==> config.mk <==
export PLATFORM = sky130hd
export DESIGN_NAME = lsu_exec_unit
export DESIGN_NICKNAME = d
export VERILOG_FILES = /design/src/rtl/lsu_pkg.sv /design/src/rtl/lsu_decode.sv /design/src/rtl/lsu_agen.sv /design/src/rtl/lsu_store_lanes.sv /design/src/rtl/lsu_load_ext.sv /design/src/rtl/lsu_exec_unit.sv
export SDC_FILE = /design/constraint.sdc
export NUM_CORES = 1
export LEC_CHECK = 0
export ABC_AREA = 1
export BUFFER_PORTS_ARGS = -buffer_cell sky130_fd_sc_hd__buf_2
export CELL_PAD_IN_SITES_DETAIL_PLACEMENT = 0
export CELL_PAD_IN_SITES_GLOBAL_PLACEMENT = 1
export CORE_UTILIZATION = 33
export CTS_CLUSTER_DIAMETER = 150
export DETAILED_ROUTE_END_ITERATION = 7
export PLACE_DENSITY_LB_ADDON = 0.1
export SETUP_SLACK_MARGIN = 0.2
export SLEW_MARGIN = 20
export SYNTH_ARGS = -nofsm -noshare
export SYNTH_HDL_FRONTEND = slang
export SYNTH_SLANG_ARGS = --single-unit
==> constraint.sdc <==
create_clock -name clk -period 4.1 [get_ports clk]
set_input_delay 0.82 -clock clk [delete_from_list [all_inputs] [get_ports clk]]
set_output_delay 0.82 -clock clk [all_outputs]
set_load 0.005 [all_outputs]
==> src/rtl/lsu_pkg.sv <==
package lsu_pkg;

    typedef enum logic [1:0] {SZ_BYTE = 2'd0, SZ_HALF = 2'd1, SZ_WORD = 2'd2, SZ_DBL = 2'd3} acc_size_e;

    typedef enum logic [2:0] {
        OP_LOAD, OP_STORE, OP_PREFETCH, OP_FENCE_DATA, OP_FENCE_INSN, OP_BAD
    } op_kind_e;

    typedef enum logic [1:0] {AM_REG_IMM, AM_REG_REG, AM_REG_SCALED, AM_CHECKED} addr_mode_e;

    typedef enum logic [1:0] {CAUSE_NONE = 2'd0, CAUSE_ADDR = 2'd1, CAUSE_ILLEGAL = 2'd2} exc_cause_e;

    typedef enum logic [1:0] {ST_IDLE, ST_REQ, ST_RSP, ST_FENCE} unit_state_e;

    typedef struct packed {
        op_kind_e   kind;
        addr_mode_e mode;
        acc_size_e  size;
        logic       zext;
        logic       chk_le;
    } op_dec_t;

    localparam op_dec_t DEC_BAD = '{kind: OP_BAD, mode: AM_REG_IMM, size: SZ_BYTE,
                                    zext: 1'b0, chk_le: 1'b0};

    localparam logic [5:0]  OPC_RI   = 6'b001010;
    localparam logic [5:0]  OPC_PTR  = 6'b001001;
    localparam logic [9:0]  OPC_RR   = 10'b0011100000;
    localparam logic [12:0] OPC_CHK  = 13'b0011100001111;
    localparam logic [16:0] OPC_DBAR = 17'b00111000011100100;
    localparam logic [16:0] OPC_IBAR = 17'b00111000011100101;

    // Shared four-bit operation index used by the offset and indexed forms.
    function automatic op_dec_t classify(input logic [3:0] idx);
        op_dec_t r;
        r      = DEC_BAD;
        r.size = acc_size_e'(idx[1:0]);
        case (idx[3:2])
            2'b00: r.kind = OP_LOAD;
            2'b01: r.kind = OP_STORE;
            2'b10: begin
                if (idx[1:0] == 2'b11) begin
                    r.kind = OP_PREFETCH;
                end else begin
                    r.kind = OP_LOAD;
                    r.zext = 1'b1;
                end
            end
            default: r.kind = OP_BAD;
        endcase
        return r;
    endfunction

endpackage

==> src/rtl/lsu_decode.sv <==
module lsu_decode
    import lsu_pkg::*;
#(
    parameter int XLEN = 64
) (
    input  logic [31:10]     insn,
    output op_dec_t          dec,
    output logic [XLEN-1:0]  offset
);
    always_comb begin
        dec    = DEC_BAD;
        offset = '0;
        if (insn[31:26] == OPC_RI) begin
            dec      = classify(insn[25:22]);
            dec.mode = AM_REG_IMM;
            offset   = {{(XLEN-12){insn[21]}}, insn[21:10]};
        end else if (insn[31:26] == OPC_PTR) begin
            dec.kind = insn[24] ? OP_STORE : OP_LOAD;
            dec.size = insn[25] ? SZ_DBL : SZ_WORD;
            dec.mode = AM_REG_SCALED;
            offset   = {{(XLEN-16){insn[23]}}, insn[23:10], 2'b00};
        end else if (insn[31:22] == OPC_RR && insn[17:15] == 3'b000) begin
            dec = classify(insn[21:18]);
            if (dec.kind == OP_PREFETCH) begin
                dec.kind = OP_BAD;
            end
            dec.mode = AM_REG_REG;
        end else if (insn[31:19] == OPC_CHK) begin
            dec.kind   = insn[18] ? OP_STORE : OP_LOAD;
            dec.chk_le = insn[17];
            dec.size   = acc_size_e'(insn[16:15]);
            dec.mode   = AM_CHECKED;
        end else if (insn[31:15] == OPC_DBAR) begin
            dec.kind = OP_FENCE_DATA;
        end else if (insn[31:15] == OPC_IBAR) begin
            dec.kind = OP_FENCE_INSN;
        end
    end
endmodule

==> src/rtl/lsu_agen.sv <==
module lsu_agen
    import lsu_pkg::*;
#(
    parameter int XLEN = 64
) (
    input  op_dec_t         dec,
    input  logic [XLEN-1:0] base,
    input  logic [XLEN-1:0] index,
    input  logic [XLEN-1:0] offset,
    output logic [XLEN-1:0] addr,
    output logic            bound_fail
);
    logic [XLEN-1:0] addend;

    always_comb begin
        addend     = (dec.mode == AM_REG_REG) ? index : offset;
        addr       = (dec.mode == AM_CHECKED) ? base : base + addend;
        bound_fail = 1'b0;
        if (dec.mode == AM_CHECKED) begin
            bound_fail = dec.chk_le ? (base > index) : (base <= index);
        end
    end
endmodule

==> src/rtl/lsu_store_lanes.sv <==
module lsu_store_lanes
    import lsu_pkg::*;
#(
    parameter int XLEN = 64,
    localparam int BE_W = XLEN / 8,
    localparam int LO_W = $clog2(BE_W)
) (
    input  acc_size_e       size,
    input  logic [LO_W-1:0] lo,
    input  logic [XLEN-1:0] data,
    output logic [BE_W-1:0] be,
    output logic [XLEN-1:0] wdata
);
    localparam int LW = LO_W + 2;

    logic [LW-1:0] first_lane;
    logic [LW-1:0] end_lane;

    assign first_lane = LW'(lo);
    assign end_lane   = first_lane + (LW'(1) << size);
    assign wdata      = data << {lo, 3'b000};

    for (genvar i = 0; i < BE_W; i++) begin : g_lane
        assign be[i] = (LW'(i) >= first_lane) && (LW'(i) < end_lane);
    end
endmodule

==> src/rtl/lsu_load_ext.sv <==
module lsu_load_ext
    import lsu_pkg::*;
#(
    parameter int XLEN = 64,
    localparam int LO_W = $clog2(XLEN / 8)
) (
    input  logic [XLEN-1:0] raw,
    input  logic [LO_W-1:0] lo,
    input  acc_size_e       size,
    input  logic            zext,
    output logic [XLEN-1:0] result
);
    logic [XLEN-1:0] sh;

    assign sh = raw >> {lo, 3'b000};

    always_comb begin
        case (size)
            SZ_BYTE: result = {{(XLEN-8){~zext & sh[7]}},   sh[7:0]};
            SZ_HALF: result = {{(XLEN-16){~zext & sh[15]}}, sh[15:0]};
            SZ_WORD: result = {{(XLEN-32){~zext & sh[31]}}, sh[31:0]};
            default: result = sh;
        endcase
    end
endmodule

==> src/rtl/lsu_exec_unit.sv <==
module lsu_exec_unit
    import lsu_pkg::*;
#(
    parameter int XLEN = 64,
    localparam int BE_W = XLEN / 8,
    localparam int LO_W = $clog2(BE_W)
) (
    input  logic            clk,
    input  logic            rst,
    input  logic            in_valid,
    output logic            in_ready,
    input  logic [31:10]    in_insn,
    input  logic [XLEN-1:0] in_rj,
    input  logic [XLEN-1:0] in_rk,
    input  logic [XLEN-1:0] in_rd,
    input  logic            drain_i,
    output logic            mem_req_valid,
    input  logic            mem_req_ready,
    output logic [XLEN-1:0] mem_req_addr,
    output logic [BE_W-1:0] mem_req_be,
    output logic            mem_req_we,
    output logic [XLEN-1:0] mem_req_wdata,
    input  logic            mem_rsp_valid,
    input  logic [XLEN-1:0] mem_rsp_data,
    output logic            wb_valid,
    output logic [XLEN-1:0] wb_data,
    output logic            retire_o,
    output logic            exc_valid,
    output logic [1:0]      exc_cause
);
    unit_state_e     state;
    op_dec_t         dec;
    logic [XLEN-1:0] offset;
    logic [XLEN-1:0] ea;
    logic            bound_fail;
    logic [BE_W-1:0] be_n;
    logic [XLEN-1:0] wdata_n;
    logic [XLEN-1:0] ext_data;
    acc_size_e       q_size;
    logic            q_zext;
    exc_cause_e      cause_q;
    logic            accept;

    lsu_decode #(.XLEN(XLEN)) u_dec (
        .insn(in_insn), .dec(dec), .offset(offset)
    );

    lsu_agen #(.XLEN(XLEN)) u_agen (
        .dec(dec), .base(in_rj), .index(in_rk), .offset(offset),
        .addr(ea), .bound_fail(bound_fail)
    );

    lsu_store_lanes #(.XLEN(XLEN)) u_lanes (
        .size(dec.size), .lo(ea[LO_W-1:0]), .data(in_rd),
        .be(be_n), .wdata(wdata_n)
    );

    lsu_load_ext #(.XLEN(XLEN)) u_ext (
        .raw(mem_rsp_data), .lo(mem_req_addr[LO_W-1:0]), .size(q_size),
        .zext(q_zext), .result(ext_data)
    );

    assign in_ready      = (state == ST_IDLE);
    assign accept        = in_valid && in_ready;
    assign mem_req_valid = (state == ST_REQ);
    assign exc_cause     = cause_q;

    always_ff @(posedge clk) begin
        if (rst) begin
            state         <= ST_IDLE;
            wb_valid      <= 1'b0;
            wb_data       <= '0;
            retire_o      <= 1'b0;
            exc_valid     <= 1'b0;
            cause_q       <= CAUSE_NONE;
            mem_req_addr  <= '0;
            mem_req_be    <= '0;
            mem_req_we    <= 1'b0;
            mem_req_wdata <= '0;
            q_size        <= SZ_BYTE;
            q_zext        <= 1'b0;
        end else begin
            wb_valid  <= 1'b0;
            retire_o  <= 1'b0;
            exc_valid <= 1'b0;
            cause_q   <= CAUSE_NONE;
            case (state)
                ST_IDLE: begin
                    if (accept) begin
                        case (dec.kind)
                            OP_LOAD, OP_STORE: begin
                                if (bound_fail) begin
                                    exc_valid <= 1'b1;
                                    cause_q   <= CAUSE_ADDR;
                                end else begin
                                    state         <= ST_REQ;
                                    mem_req_addr  <= ea;
                                    mem_req_be    <= be_n;
                                    mem_req_we    <= (dec.kind == OP_STORE);
                                    mem_req_wdata <= wdata_n;
                                    q_size        <= dec.size;
                                    q_zext        <= dec.zext;
                                end
                            end
                            OP_PREFETCH, OP_FENCE_INSN: retire_o <= 1'b1;
                            OP_FENCE_DATA:              state    <= ST_FENCE;
                            default: begin
                                exc_valid <= 1'b1;
                                cause_q   <= CAUSE_ILLEGAL;
                            end
                        endcase
                    end
                end
                ST_REQ: begin
                    if (mem_req_ready) begin
                        if (mem_req_we) begin
                            retire_o <= 1'b1;
                            state    <= ST_IDLE;
                        end else begin
                            state <= ST_RSP;
                        end
                    end
                end
                ST_RSP: begin
                    if (mem_rsp_valid) begin
                        wb_valid <= 1'b1;
                        wb_data  <= ext_data;
                        retire_o <= 1'b1;
                        state    <= ST_IDLE;
                    end
                end
                default: begin
                    if (drain_i) begin
                        retire_o <= 1'b1;
                        state    <= ST_IDLE;
                    end
                end
            endcase
        end
    end
endmodule

==> results.ini <==
[synth]
synth.ff_latch_count=211
synth-async-reset-ratio=0
number_of_flops_mapped_to_enable_cells_by_yosys=0
synthesis.area_per_instance_sq_um=5.96
syn-num-nets=3566
yosysWarningCount=0
ys_dominant_reg_cell=sky130_fd_sc_hd__dfxtp_1
gate_count_after_technology_mapping=3145
synth_sequential_area_ratio=0.225
synth_area_sq_mm=0.0187
ys_types=51

[timing]
finalHoldViolations=0
setup_violators_final=0
timing_worst_slew_pin_value_ps=809
rsz0062_at_grt=yes
finalWorstSetupSlack_ps=268
max_clock_freq_mhz=261
period_needed_ps=3830
timing.final.crit_share=0.935
slew_headroom=0.460
final.setup_skew_ps=27.8
setup_tns_ps=0
final_max_slew_viol_count=0

[grt]
grt_overflow=0
gr_busiest_metal=met2
grt_antenna_before_repair=2
grt.total_usage=0.326
grt_pass1_vias=23395
gr-usage-met3=0.0304
met2_usage=0.546
globalRouteMet1Util=0.429
grt_start_max_net_pins=76
grt_first_pass_wirelength_um=142000

[floorplan]
die_outline_area_sq_mm=0.0578
row_count=86
dieHeight_um=240
fp.coreArea_sq_mm=0.0556
io_pins=492
die_w_um=240
floorplan.initialDensity=0.337

[placement]
routabilityCongestion=1.02
hpwl_um=79700
place_ws_ps=-630
placement.io_buffers=491

[finish]
synthToLayoutAreaGrowth_pct=41.0
final_util=0.475
insertedDiodeCount=0
post_layout_nets=4351
ratio_of_cells_with_drive_above_1_in_the_final_layout=0.285

[hold_path]
worstHoldPathCells=2
hp-class=reg -> reg

[route]
post_drt_via_cell_ratio=5.25
route.detailed.wl_per_inst_um=21.0
drt-initial-drc-count=1854
first_pass_iteration_count_of_the_detailed_router=8
route.detailed.drc=0
post_route_ant_nets=0
detail_route.wirelength_um=98800
route.vias.total=24687

[clocking]
cts-htree-levels=1
numClockSinks=211
cts_tree=built
path_clk_slew_ps=60
clock_path_buffers=3
insertion_delay_ps=600
cts_made_buffers=27
clock_root_buffer_master=sky130_fd_sc_hd__clkbuf_16

[setup_path]
crit_end_category=register
critPathArrivalTime_ps=4340
cp.required_ps=4610
setup.worst_path.start_class=primary input
critical_path_peak_fanout=8
r2r_cells=9
critical_path_class=in -> reg

[outcome]
run_status=finished clean

[pwr]
report.power.total_uw=6920
cellLeakagePower_uw=0.0133
max-vdd-ir-drop_mv=0.287
power.density_cell_area_mw_per_mm2=262

[run]
cap_viol_max_count=0

-- where the power goes --
| group | internal [uW] | leakage, uW | total [uW] | switching [uW] |
|---|---|---|---|---|
| combinational | 788 | 0.0111 | 2030 | 1250 |
| clock | 1480 | 0.000451 | 2570 | 1090 |
| sequential | 2210 | 0.00171 | 2320 | 110 |
| total | 4480 | 0.0133 | 6920 | 2440 |
-- repair_timing --
| action | 4_1_cts | 5_1_grt |
|---|---|---|
| resized for setup | 11 | 170 |
| endpoints found under the setup margin | 14 | 75 |
| pin swaps | 1 | 40 |
| hold buffers | 0 | 0 |
| setup buffers | 0 | 9 |
| cloned | 0 | 2 |
-- through the flow --
stage | area [sq um] | std cells | hold slack (ps)
finish | 26400 | 4698 | 462
floorplan | 18900 | 3145 | 461
detailed placement | 24800 | 4638 | 456
global placement | 24800 | 4638 | 452
CTS | 25800 | 4687 | 465
global route | 26400 | 4698 | 479
-- worst paths after layout --
kind | from | to | slack [ps]
max | in_insn[27] | mem_req_addr[45] | 270
min | mem_req_wdata[9] | mem_req_wdata[9] | 460
max reg2reg | mem_req_addr[0] | wb_data[9] | 1310
min reg2reg | mem_req_wdata[9] | mem_req_wdata[9] | 460
-- routing by layer --
metal  wire, um  vias up
li1           -    12080
met1      42900    11571
met2      45700      856
met3       5680      178
met4       4550        2
met5         17        -
-- cells in the mapped netlist, types with 5 or more instances --
cell / n / area, sq um
sky130_fd_sc_hd__a21o_1: 9 / 67.6
sky130_fd_sc_hd__nand2_1: 703 / 2640
sky130_fd_sc_hd__a21boi_0: 8 / 60.1
sky130_fd_sc_hd__a21oi_1: 254 / 1270
sky130_fd_sc_hd__o22ai_1: 7 / 43.8
sky130_fd_sc_hd__a31oi_1: 40 / 250
sky130_fd_sc_hd__o21ai_0: 397 / 1990
sky130_fd_sc_hd__o21ai_1: 18 / 90.1
sky130_fd_sc_hd__inv_1: 326 / 1220
sky130_fd_sc_hd__o221ai_1: 30 / 263
sky130_fd_sc_hd__buf_1: 9 / 33.8
sky130_fd_sc_hd__nand3b_1: 10 / 75.1
sky130_fd_sc_hd__nand3_1: 164 / 821
sky130_fd_sc_hd__o211ai_1: 29 / 218
sky130_fd_sc_hd__o21bai_1: 19 / 143
sky130_fd_sc_hd__xor2_1: 10 / 87.6
sky130_fd_sc_hd__nor4_1: 7 / 43.8
sky130_fd_sc_hd__buf_4: 12 / 90.1
sky130_fd_sc_hd__or2_2: 7 / 43.8
sky130_fd_sc_hd__xnor2_1: 20 / 175
sky130_fd_sc_hd__nand4_1: 49 / 307
sky130_fd_sc_hd__dfxtp_1: 211 / 4220
sky130_fd_sc_hd__mux2i_1: 20 / 200
sky130_fd_sc_hd__nor2_1: 455 / 1710
sky130_fd_sc_hd__o21a_1: 5 / 37.5
sky130_fd_sc_hd__clkbuf_1: 109 / 409
sky130_fd_sc_hd__nor3_1: 17 / 85.1
sky130_fd_sc_hd__buf_2: 22 / 110
sky130_fd_sc_hd__ha_1: 135 / 1690
-- logic make-up after synthesis --
family                   after synthesis  synth area share
multiplexers                          20            0.0107
buffers and inverters                489             0.103
AND/OR/NAND/NOR                     1429             0.313
adder cells (fa/ha/maj)              137            0.0922
XOR/XNOR                              30            0.0140
flip-flops                           211             0.225
AO/OA/AOI/OAI                        829             0.242
-- flip-flops by register name (all words and copies together) (netlist names), 2 cells and up --
signal / flops
mem_req_wdata: 64
mem_req_be: 8
q_size: 2
state: 2
wb_data: 64
exc_cause: 2
mem_req_addr: 64
-- layout by cell type, fill, tap and decap left out, types with 12 or more instances in the layout --
master,Yosys,layout
sky130_fd_sc_hd__nand2_1,703,691
sky130_fd_sc_hd__buf_2,22,491
sky130_fd_sc_hd__dfxtp_1,211,209
sky130_fd_sc_hd__buf_12,0,20
sky130_fd_sc_hd__nand2_2,4,15
sky130_fd_sc_hd__buf_4,12,395
sky130_fd_sc_hd__clkbuf_16,0,29
sky130_fd_sc_hd__o211ai_1,29,29
sky130_fd_sc_hd__ha_1,135,133
sky130_fd_sc_hd__inv_1,326,318
sky130_fd_sc_hd__a21oi_1,254,218
sky130_fd_sc_hd__nand3_1,164,159
sky130_fd_sc_hd__nand4_1,49,49
sky130_fd_sc_hd__inv_2,3,12
sky130_fd_sc_hd__nor2_2,4,33
sky130_fd_sc_hd__mux2i_1,20,20
sky130_fd_sc_hd__o21ai_1,18,50
sky130_fd_sc_hd__o21bai_1,19,13
sky130_fd_sc_hd__o221ai_1,30,30
sky130_fd_sc_hd__a31oi_1,40,35
sky130_fd_sc_hd__nor2_1,455,420
sky130_fd_sc_hd__xnor2_1,20,18
sky130_fd_sc_hd__a21oi_2,0,34
sky130_fd_sc_hd__o21ai_0,397,350
sky130_fd_sc_hd__o21ai_2,3,14
sky130_fd_sc_hd__nor3_1,17,12
-- layout make-up --
| class | instances | area (sq um) |
|---|---|---|
| Inverter | 334 | 1260 |
| Tap cell | 748 | 936 |
| Clock buffer | 33 | 738 |
| Timing Repair Buffer | 911 | 5910 |
| Fill cell | 6039 | 29200 |
| Sequential cell | 211 | 4230 |
| Clock inverter | 16 | 190 |
| Multi-Input combinational cell | 2445 | 13200 |
-- critical path: stages --
cell and delay, ps:
sky130_fd_sc_hd__buf_2 100, sky130_fd_sc_hd__inv_1 60, sky130_fd_sc_hd__nor2_2 120, sky130_fd_sc_hd__nand2_2 90
sky130_fd_sc_hd__nor2_4 180, sky130_fd_sc_hd__nand2_1 70, sky130_fd_sc_hd__nand2_1 80, sky130_fd_sc_hd__inv_2 50
sky130_fd_sc_hd__o21ai_4 100, sky130_fd_sc_hd__buf_12 190, sky130_fd_sc_hd__clkbuf_16 190, sky130_fd_sc_hd__o21ai_0 160
sky130_fd_sc_hd__ha_1 340, sky130_fd_sc_hd__buf_4 130, sky130_fd_sc_hd__nand2_1 100, sky130_fd_sc_hd__nor2_1 130
sky130_fd_sc_hd__inv_1 90, sky130_fd_sc_hd__nor2_1 120, sky130_fd_sc_hd__inv_1 80, sky130_fd_sc_hd__nor2_2 120
sky130_fd_sc_hd__nand4_1 280, sky130_fd_sc_hd__nand4_1 210, sky130_fd_sc_hd__nand3_1 110, sky130_fd_sc_hd__nand2_1 110
sky130_fd_sc_hd__nand4_1 120, sky130_fd_sc_hd__a21oi_1 180
Note: power is estimated with default switching activity, not from simulation.
